## src/rtl/addsub_pkg.sv

```systemverilog
package addsub_pkg;
  typedef enum logic [1:0] {
    OP_ADD  = 2'b00,
    OP_ADDC = 2'b01,
    OP_SUB  = 2'b10,
    OP_SUBB = 2'b11
  } op_e;
endpackage

```

## src/rtl/addsub_slice.sv

```systemverilog
module addsub_slice (
  input  logic a_i,
  input  logic b_i,
  input  logic c_i,
  output logic s_o,
  output logic c_o
);
  logic p;
  assign p   = a_i ^ b_i;
  assign s_o = p ^ c_i;
  assign c_o = (a_i & b_i) | (p & c_i);
endmodule

```

## src/rtl/addsub_operand.sv

```systemverilog
module addsub_operand #(
  parameter int unsigned WIDTH = 8
) (
  input  logic [WIDTH-1:0] b_i,
  input  logic             inv_i,
  output logic [WIDTH-1:0] b_o
);
  for (genvar i = 0; i < WIDTH; i++) begin : g_mux
    assign b_o[i] = inv_i ? ~b_i[i] : b_i[i];
  end
endmodule

```

## src/rtl/addsub_ripple.sv

```systemverilog
module addsub_ripple #(
  parameter int unsigned WIDTH = 8
) (
  input  logic [WIDTH-1:0] a_i,
  input  logic [WIDTH-1:0] b_i,
  input  logic             c_i,
  output logic [WIDTH-1:0] s_o,
  output logic             c_msb_o,  // carry into top slice
  output logic             c_o
);
  logic [WIDTH:0] c;
  assign c[0] = c_i;

  for (genvar i = 0; i < WIDTH; i++) begin : g_bit
    addsub_slice u_slice (
      .a_i(a_i[i]),
      .b_i(b_i[i]),
      .c_i(c[i]),
      .s_o(s_o[i]),
      .c_o(c[i+1])
    );
  end

  assign c_msb_o = c[WIDTH-1];
  assign c_o     = c[WIDTH];
endmodule

```

## src/rtl/addsub_inc.sv

```systemverilog
// End-around incrementer: adds en_i into the LSB via half-adder chain.
module addsub_inc #(
  parameter int unsigned WIDTH = 8
) (
  input  logic [WIDTH-1:0] x_i,
  input  logic             en_i,
  output logic [WIDTH-1:0] y_o
);
  logic [WIDTH-1:0] c;
  assign c[0] = en_i;

  for (genvar i = 0; i < WIDTH; i++) begin : g_ha
    assign y_o[i] = x_i[i] ^ c[i];
    if (i < WIDTH - 1) begin : g_c
      assign c[i+1] = x_i[i] & c[i];
    end
  end
endmodule

```

## src/rtl/addsub_ctrl.sv

```systemverilog
module addsub_ctrl
  import addsub_pkg::*;
(
  input  op_e  op_i,
  input  logic ones_i,
  input  logic cflag_i,
  output logic inv_o,
  output logic cin_o
);
  assign inv_o = (op_i == OP_SUB) || (op_i == OP_SUBB);

  always_comb begin
    if (ones_i) begin
      cin_o = 1'b0;
    end else begin
      unique case (op_i)
        OP_ADD:  cin_o = 1'b0;
        OP_ADDC: cin_o = cflag_i;
        OP_SUB:  cin_o = 1'b1;
        OP_SUBB: cin_o = cflag_i;
        default: cin_o = 1'b0;
      endcase
    end
  end
endmodule

```

## src/rtl/addsub_flags.sv

```systemverilog
module addsub_flags #(
  parameter int unsigned WIDTH = 8
) (
  input  logic             ones_i,
  input  logic             a_msb_i,
  input  logic             b_msb_i,
  input  logic             c_msb_i,
  input  logic             c_out_i,
  input  logic [WIDTH-1:0] res_i,
  output logic             ovf_o,
  output logic             zero_o
);
  logic sign_rule;
  // ones mode: result is adjusted after the chain, so the carry pair no longer applies
  assign sign_rule = (a_msb_i == b_msb_i) && (res_i[WIDTH-1] != a_msb_i);
  assign ovf_o     = ones_i ? sign_rule : (c_msb_i ^ c_out_i);
  assign zero_o    = ~|res_i;
endmodule

```

## src/rtl/addsub_unit.sv

```systemverilog
module addsub_unit
  import addsub_pkg::*;
#(
  parameter int unsigned WIDTH = 8
) (
  input  logic             clk_i,
  input  logic             rst_ni,
  input  logic [WIDTH-1:0] a_i,
  input  logic [WIDTH-1:0] b_i,
  input  logic [1:0]       op_i,
  input  logic             ones_i,
  input  logic             flag_we_i,
  output logic [WIDTH-1:0] sum_o,
  output logic             carry_o,
  output logic             ovf_o,
  output logic             zero_o,
  output logic             cflag_o
);
  localparam int unsigned MSB = WIDTH - 1;

  op_e              op;
  logic             inv, cin, c_msb, c_out;
  logic [WIDTH-1:0] b_eff, raw, res;

  assign op = op_e'(op_i);

  addsub_ctrl u_ctrl (
    .op_i   (op),
    .ones_i (ones_i),
    .cflag_i(cflag_o),
    .inv_o  (inv),
    .cin_o  (cin)
  );

  addsub_operand #(.WIDTH(WIDTH)) u_operand (
    .b_i  (b_i),
    .inv_i(inv),
    .b_o  (b_eff)
  );

  addsub_ripple #(.WIDTH(WIDTH)) u_chain (
    .a_i    (a_i),
    .b_i    (b_eff),
    .c_i    (cin),
    .s_o    (raw),
    .c_msb_o(c_msb),
    .c_o    (c_out)
  );

  addsub_inc #(.WIDTH(WIDTH)) u_eac (
    .x_i (raw),
    .en_i(ones_i & c_out),
    .y_o (res)
  );

  addsub_flags #(.WIDTH(WIDTH)) u_flags (
    .ones_i (ones_i),
    .a_msb_i(a_i[MSB]),
    .b_msb_i(b_eff[MSB]),
    .c_msb_i(c_msb),
    .c_out_i(c_out),
    .res_i  (res),
    .ovf_o  (ovf_o),
    .zero_o (zero_o)
  );

  assign sum_o   = res;
  assign carry_o = c_out;

  always_ff @(posedge clk_i or negedge rst_ni) begin
    if (!rst_ni)        cflag_o <= 1'b0;
    else if (flag_we_i) cflag_o <= c_out;
  end
endmodule

```

## config.mk

```make
export PLATFORM = sky130hd
export DESIGN_NAME = addsub_unit
export DESIGN_NICKNAME = d
export VERILOG_FILES = /design/src/rtl/addsub_pkg.sv /design/src/rtl/addsub_slice.sv /design/src/rtl/addsub_operand.sv /design/src/rtl/addsub_ripple.sv /design/src/rtl/addsub_inc.sv /design/src/rtl/addsub_ctrl.sv /design/src/rtl/addsub_flags.sv /design/src/rtl/addsub_unit.sv
export SDC_FILE = /design/constraint.sdc
export NUM_CORES = 1
export LEC_CHECK = 0
export ABC_AREA = 1
export CAP_MARGIN = 20
export CORE_MARGIN = 2
export CORE_UTILIZATION = 34
export DETAILED_ROUTE_END_ITERATION = 6
export GPL_TIMING_DRIVEN = 0
export PLACE_DENSITY_LB_ADDON = 0.25
export SKIP_CTS_REPAIR_TIMING = 1
export SYNTH_ARGS = -nofsm -noshare
export SYNTH_HDL_FRONTEND = slang
export SYNTH_SLANG_ARGS = --single-unit
```

## constraint.sdc

```tcl
create_clock -name clk_i -period 17.3 [get_ports clk_i]
set_clock_uncertainty 0.15 [all_clocks]
set_input_delay 5.19 -clock clk_i [delete_from_list [all_inputs] [get_ports clk_i]]
set_output_delay 5.19 -clock clk_i [all_outputs]
set_load 0.005 [all_outputs]
```

**After elaboration in Yosys (flattened, before gate mapping)**

Cells that the tools add are included.
Widths: inputs -> output; s select.

- Output and inout bits: 12
- Bits of input ports: 22
- Flip-flop bits (word level): 1
- Logic and storage cells: 88

- Bitwise operators: 65
- Eq/ne operators: 5
- Reductions and logical operators: 6
- Mux-type cells: 11

Operators with widths:

| kind | count |
|---|---|
| $xor 1x1->1 | 25 |
| $and 1x1->1 | 24 |
| $mux 1 | 10 |
| $not 1->1 | 8 |
| $or 1x1->1 | 8 |
| $reduce_or 8->1 | 1 |
| $eq 2x2->1 const B | 2 |
| $pmux 1 s3 | 1 |
| $eq 2x1->1 const B | 1 |
| $logic_not 2->1 | 1 |
| $reduce_or 2->1 | 1 |
| $eq 1x1->1 | 1 |
| $logic_and 1x1->1 | 1 |
| $logic_not 1->1 | 1 |
| $logic_or 1x1->1 | 1 |
| $ne 1x1->1 | 1 |

**Depth between registers and ports, before layout**

- Depth after elaboration: 32
- Gate-level depth with buffers: 27
- Gate-level depth less buffers: 27

**Hierarchy**

From an unflattened synthesis, not the netlist that was laid out.

- Cells, all modules: 87
- Area total of the unflattened synthesis: 549.3 um2

By module, submodules not included:

| module | times used | cells an instance | area an instance (um2) | seq. area each (um2) |
|---|---|---|---|---|
| addsub_slice | 8 | 1 | 20.0 | 0.0 |
| addsub_operand | 1 | 34 | 135.1 | 0.0 |
| addsub_inc | 1 | 12 | 106.4 | 0.0 |
| addsub_flags | 1 | 19 | 73.8 | 0.0 |
| addsub_unit | 1 | 7 | 47.5 | 25.0 |
| addsub_ctrl | 1 | 7 | 26.3 | 0.0 |

**Least setup slack after synthesis**

OpenSTA, ideal clock, no wires.

- Path kind: input port to output port
- Start point: input port op_i[1]
- End point: output port zero_o
- Stages: 24
- Slack: 1.754 ns
- Arrival: 10.206 ns
- Required time: 11.960 ns
- Cells stage by stage: buf_6 -> xor2_1 -> fa_1 -> fa_1 -> fa_1 -> fa_1 -> fa_1 -> fa_1 -> inv_1 -> fa_1 -> inv_1 -> fa_1 -> nand2_1 -> inv_1 -> ha_1 -> ha_1 -> ha_1 -> ha_1 -> ha_1 -> ha_1 -> ha_1 -> nor3_1 -> nand3_1 -> nor2_1

- Elaborated cells between the ends (all ways): 74
- Those cells by class: eq/ne: 3; mux: 10; bitwise: 56; reduce/logical: 5

RTL lines:

| element | line | text |
|---|---|---|
| start: declaration | addsub_unit.sv:10 | `input logic [1:0] op_i,` |
| $eq 2x1->1 or $eq 2x2->1 (tied branches) | addsub_ctrl.sv:16, addsub_ctrl.sv:10 |  |
| $reduce_or 2->1 (no source line) or $logic_or 1x1->1 (tied branches) | -- |  |
| $pmux 1 s3 or $mux 1 (tied branches) | addsub_ctrl.sv:16, addsub_operand.sv:9 |  |
| $mux 1 or $xor 1x1->1 (tied branches) | addsub_ctrl.sv:13, addsub_slice.sv:9 |  |
| $and 1x1->1 | addsub_slice.sv:11 | `assign c_o = (a_i & b_i) \| (p & c_i);` |
| $or 1x1->1 | addsub_slice.sv:11 |  |
| $and 1x1->1 | addsub_slice.sv:11 |  |
| $or 1x1->1 | addsub_slice.sv:11 |  |
| [... 11 more ...] | -- |  |
| $or 1x1->1 * | addsub_slice.sv:11 |  |
| net carry_o | addsub_unit.sv:14 | `output logic carry_o,` |
| $and 1x1->1 * | addsub_unit.sv:52 | `.en_i(ones_i & c_out),` |
| $and 1x1->1 * (6 in series) | addsub_inc.sv:15 | `assign c[i+1] = x_i[i] & c[i];` |
| $xor 1x1->1 * | addsub_inc.sv:13 | `assign y_o[i] = x_i[i] ^ c[i];` |
| net sum_o[6] | addsub_unit.sv:13 | `output logic [WIDTH-1:0] sum_o,` |
| $reduce_or 8->1 * | addsub_flags.sv:17 | `assign zero_o = ~\|res_i;` |
| $logic_not 1->1 * | addsub_flags.sv:17 |  |
| end: declaration | addsub_unit.sv:16 | `output logic zero_o,` |

The timed path passes the listed nets; every way through them passes the cells marked *.

**Worst setup path in the final report**

- Start point: input port ones_i
- End point: output port zero_o

- Word-level cells in the longest chain between the ends: 28
- Elaborated cells between the ends (all ways): 43
- Those cells by class: mux: 1; bitwise: 40; reduce/logical: 2

RTL lines:

| element | line | text |
|---|---|---|
| start: declaration | addsub_unit.sv:11 | `input logic ones_i,` |
| $mux 1 | addsub_ctrl.sv:13 | `if (ones_i) begin` |
| $and 1x1->1 | addsub_slice.sv:11 |  |
| $or 1x1->1 | addsub_slice.sv:11 |  |
| $and 1x1->1 | addsub_slice.sv:11 |  |
| $or 1x1->1 | addsub_slice.sv:11 |  |
| $and 1x1->1 | addsub_slice.sv:11 |  |
| $or 1x1->1 | addsub_slice.sv:11 |  |
| $and 1x1->1 | addsub_slice.sv:11 |  |
| [... 6 more ...] | -- |  |
| $or 1x1->1 | addsub_slice.sv:11 |  |
| $and 1x1->1 | addsub_slice.sv:11 |  |
| $or 1x1->1 | addsub_slice.sv:11 |  |
| $and 1x1->1 | addsub_unit.sv:52 |  |
| $and 1x1->1 (7 in series) | addsub_inc.sv:15 |  |
| $xor 1x1->1 | addsub_inc.sv:13 |  |
| $reduce_or 8->1 * | addsub_flags.sv:17 |  |
| $logic_not 1->1 * | addsub_flags.sv:17 |  |

Every way passes the cells marked *; elsewhere a longest branch is shown, timed or not.

==> run summary <==
Critical path class - in -> out
First-pass GRT wire length - 1.966 mm
Crit path required time - 11.96 ns
Tmin final - 16.66 ns
Die area - 1787 µm²
Yosys top cell area share - 32.16%
Largest net degree at the start of global routing - 10
HPWL Detailed - 1.007 mm
Max reg flops - 1
Lkg Pwr - 0.0003917 µW
Synthesized cell area - 498.0 µm²
Slew Viols, Final - 0
Internal Pwr Total - 28.86 µW
Drt first pass iters - 4
CP max FO - 5
Maximum vdd drop - 0.03441 mV
Logic pwr share - 93.8%
Synthesized area per cell - 8.736 µm²
Total core area - 1334 µm²
Post-Route Utilization - 62.76%
Layout Nets - 129
Vias in the first global route - 498
Crit path capture type - output pin
Place WS - 0.6361 ns
Period utilization - 96.31%
Sequential share of the synthesized area - 5.025%
Clock network fraction of total power - 0%
Io pins - 34
Initial antenna violation count - 0
Fmax - 0.06002 GHz
DRT iter0 DRCs - 3
Grt ovf - 0
Setup_tns - 0 ns
Vias - 471
HP Class - reg -> reg
Synth area leader - fa_1
DRC - 0
Post-route ant nets - 0
Starting density of the core - 37.34%
Library cells used by synthesis - 15
Net count after synthesis - 95
Largest Register - cflag_o
Switch Pwr - 17.63 µW
GRT Util Overall - 13.32%
Number of fill cells - 117
RSZ-0062 raised after global routing - no
Setup-failing EPs final - 0
FP Rows - 13
Via density - 4.529
Yosys reg bits - 1
Port Buffers - 32
Die height - 42.27 µm
Flop pwr share - 6.2%
Slew of the pin with the lowest slew margin - 0.2637 ns
Nature of the critical path startpoint - primary input
Status - completed
Die width - 42.27 µm
Rel. slew slack - 82.36%
Final hold vios - 0
DRT Wirelength - 1.088 mm
Final worst slack - 0.6391 ns
Net Sw Frac - 37.92%
Routability cong. - 0.8001
Max Cap Viol - 0
Pwr/cell area - 55.54 nW/µm²
Routed WL per cell - 10.46 µm
Clock slew at reported path FFs - 0 ns
Skew-Pair Late Insertion Delay - 0 ns
ANT cells - 0
DP Cell Count - 104
Non-Filler Instances - 104
Synth top area cells - fa_1 32%, ha_1 20%, xor2_1 12%
Area Growth Syn to Fin - 68.09%
Biggest regs - cflag_o: 1 flops
Post-Synthesis Cells - 57
Worst path arrival time - 11.32 ns
Share of cells above drive strength 1 - 1.124%
Warnings, synthesis - 0
==> critical path: stages <==
cell             delay (ns)
clkdlybuf4s50_1        0.52
inv_1                  0.07
o21ai_1                0.07
a21oi_1                0.06
fa_1                   0.37
fa_1                   0.39
fa_1                   0.39
fa_1                   0.40
fa_1                   0.42
fa_1                   0.39
inv_1                  0.08
fa_1                   0.16
inv_1                  0.07
fa_1                   0.44
nand2_1                0.09
inv_1                  0.04
ha_1                   0.17
ha_1                   0.18
ha_1                   0.18
ha_1                   0.18
ha_1                   0.18
ha_1                   0.18
ha_1                   0.30
nor3_1                 0.14
nand3_1                0.09
nor2_1                 0.09
clkdlybuf4s50_1        0.51
==> cell usage in the layout (no fill, tap or decap) <==
cell type        synthesis  routed
a21oi_1                  2       2
o21ai_1                  1       1
nand3b_1                 1       1
nand3_1                  3       3
xnor2_1                  1       1
nor3_1                   1       1
nand2_1                  8       8
inv_1                    9       9
ha_1                     8       8
fa_1                     8       8
clkdlybuf4s50_1          0      32
xor2_1                   7       7
o21ai_0                  2       2
buf_6                    1       1
dfrtp_1                  1       1
nor2_1                   4       4
==> worst paths after layout <==
kind / start / end / slack, ns / depth (start not counted)
min in group asynchronous: rst_ni / cflag_o / 5.19 / 1
worst max-delay path: ones_i / zero_o / 0.64 / 27
worst min-delay path: cflag_o / cflag_o / 0.39 / 2
worst max register to register: cflag_o / cflag_o / 13.28 / 14
max in group asynchronous: rst_ni / cflag_o / 11.71 / 1
worst min register to register: cflag_o / cflag_o / 0.39 / 2
==> power groups by stage <==
stage / combinational [µW] / clock, µW / sequential, µW
floorplan: 19.9 / 0 / 2.95
global placement: 42.7 / 0 / 2.90
detailed placement: 43.7 / 0 / 2.90
CTS: 44.1 / 0 / 2.90
global route: 48.3 / 0 / 3.00
finish: 43.6 / 0 / 2.90
==> through the flow <==
stage	area [µm²]	total power (µW)	hold slack, ns
6_report	837.1	46.49	0.3882
3_3_place_gp	837.1	45.64	0.3896
4_1_cts	837.1	46.97	0.3940
3_5_place_dp	837.1	46.58	0.3934
5_1_grt	837.1	51.31	0.4409
2_1_floorplan	498.0	22.84	0.3874
==> cell usage after synthesis <==
master	count
nand3b_1	1
xnor2_1	1
ha_1	8
nand2_1	8
nand3_1	3
fa_1	8
o21ai_1	1
o21ai_0	2
xor2_1	7
a21oi_1	2
nor2_1	4
buf_6	1
inv_1	9
dfrtp_1	1
nor3_1	1
==> logic make-up (layout without fill, tap and decap cells) <==
kind of cell / Yosys count / after routing / share of synthesized area [%]
simple gates: 17 / 17 / 14.57
fa+ha+maj: 16 / 16 / 52.26
buf+inv: 10 / 42 / 9.045
xor+xnor: 8 / 8 / 14.07
compound gates: 5 / 5 / 5.024
flops: 1 / 1 / 5.024
==> metal layers <==
layer	GRT usage (%)	vias up	share of wire, %
met5	0	-	0
met4	0	0	0
met3	0.4310	0	5.9
met2	26.15	21	51
met1	16.89	208	43
li1	-	242	-
==> layout make-up <==
cell class,instances,area [µm²],area share (%)
multi-input combinational,46,427.9,51.12
timing repair buffer,32,320.3,38.27
inverter,9,33.78,4.036
sequential,1,25.02,2.990
tap,15,18.77,2.242
buffer,1,11.26,1.345
(Power assumes the default switching activity.)
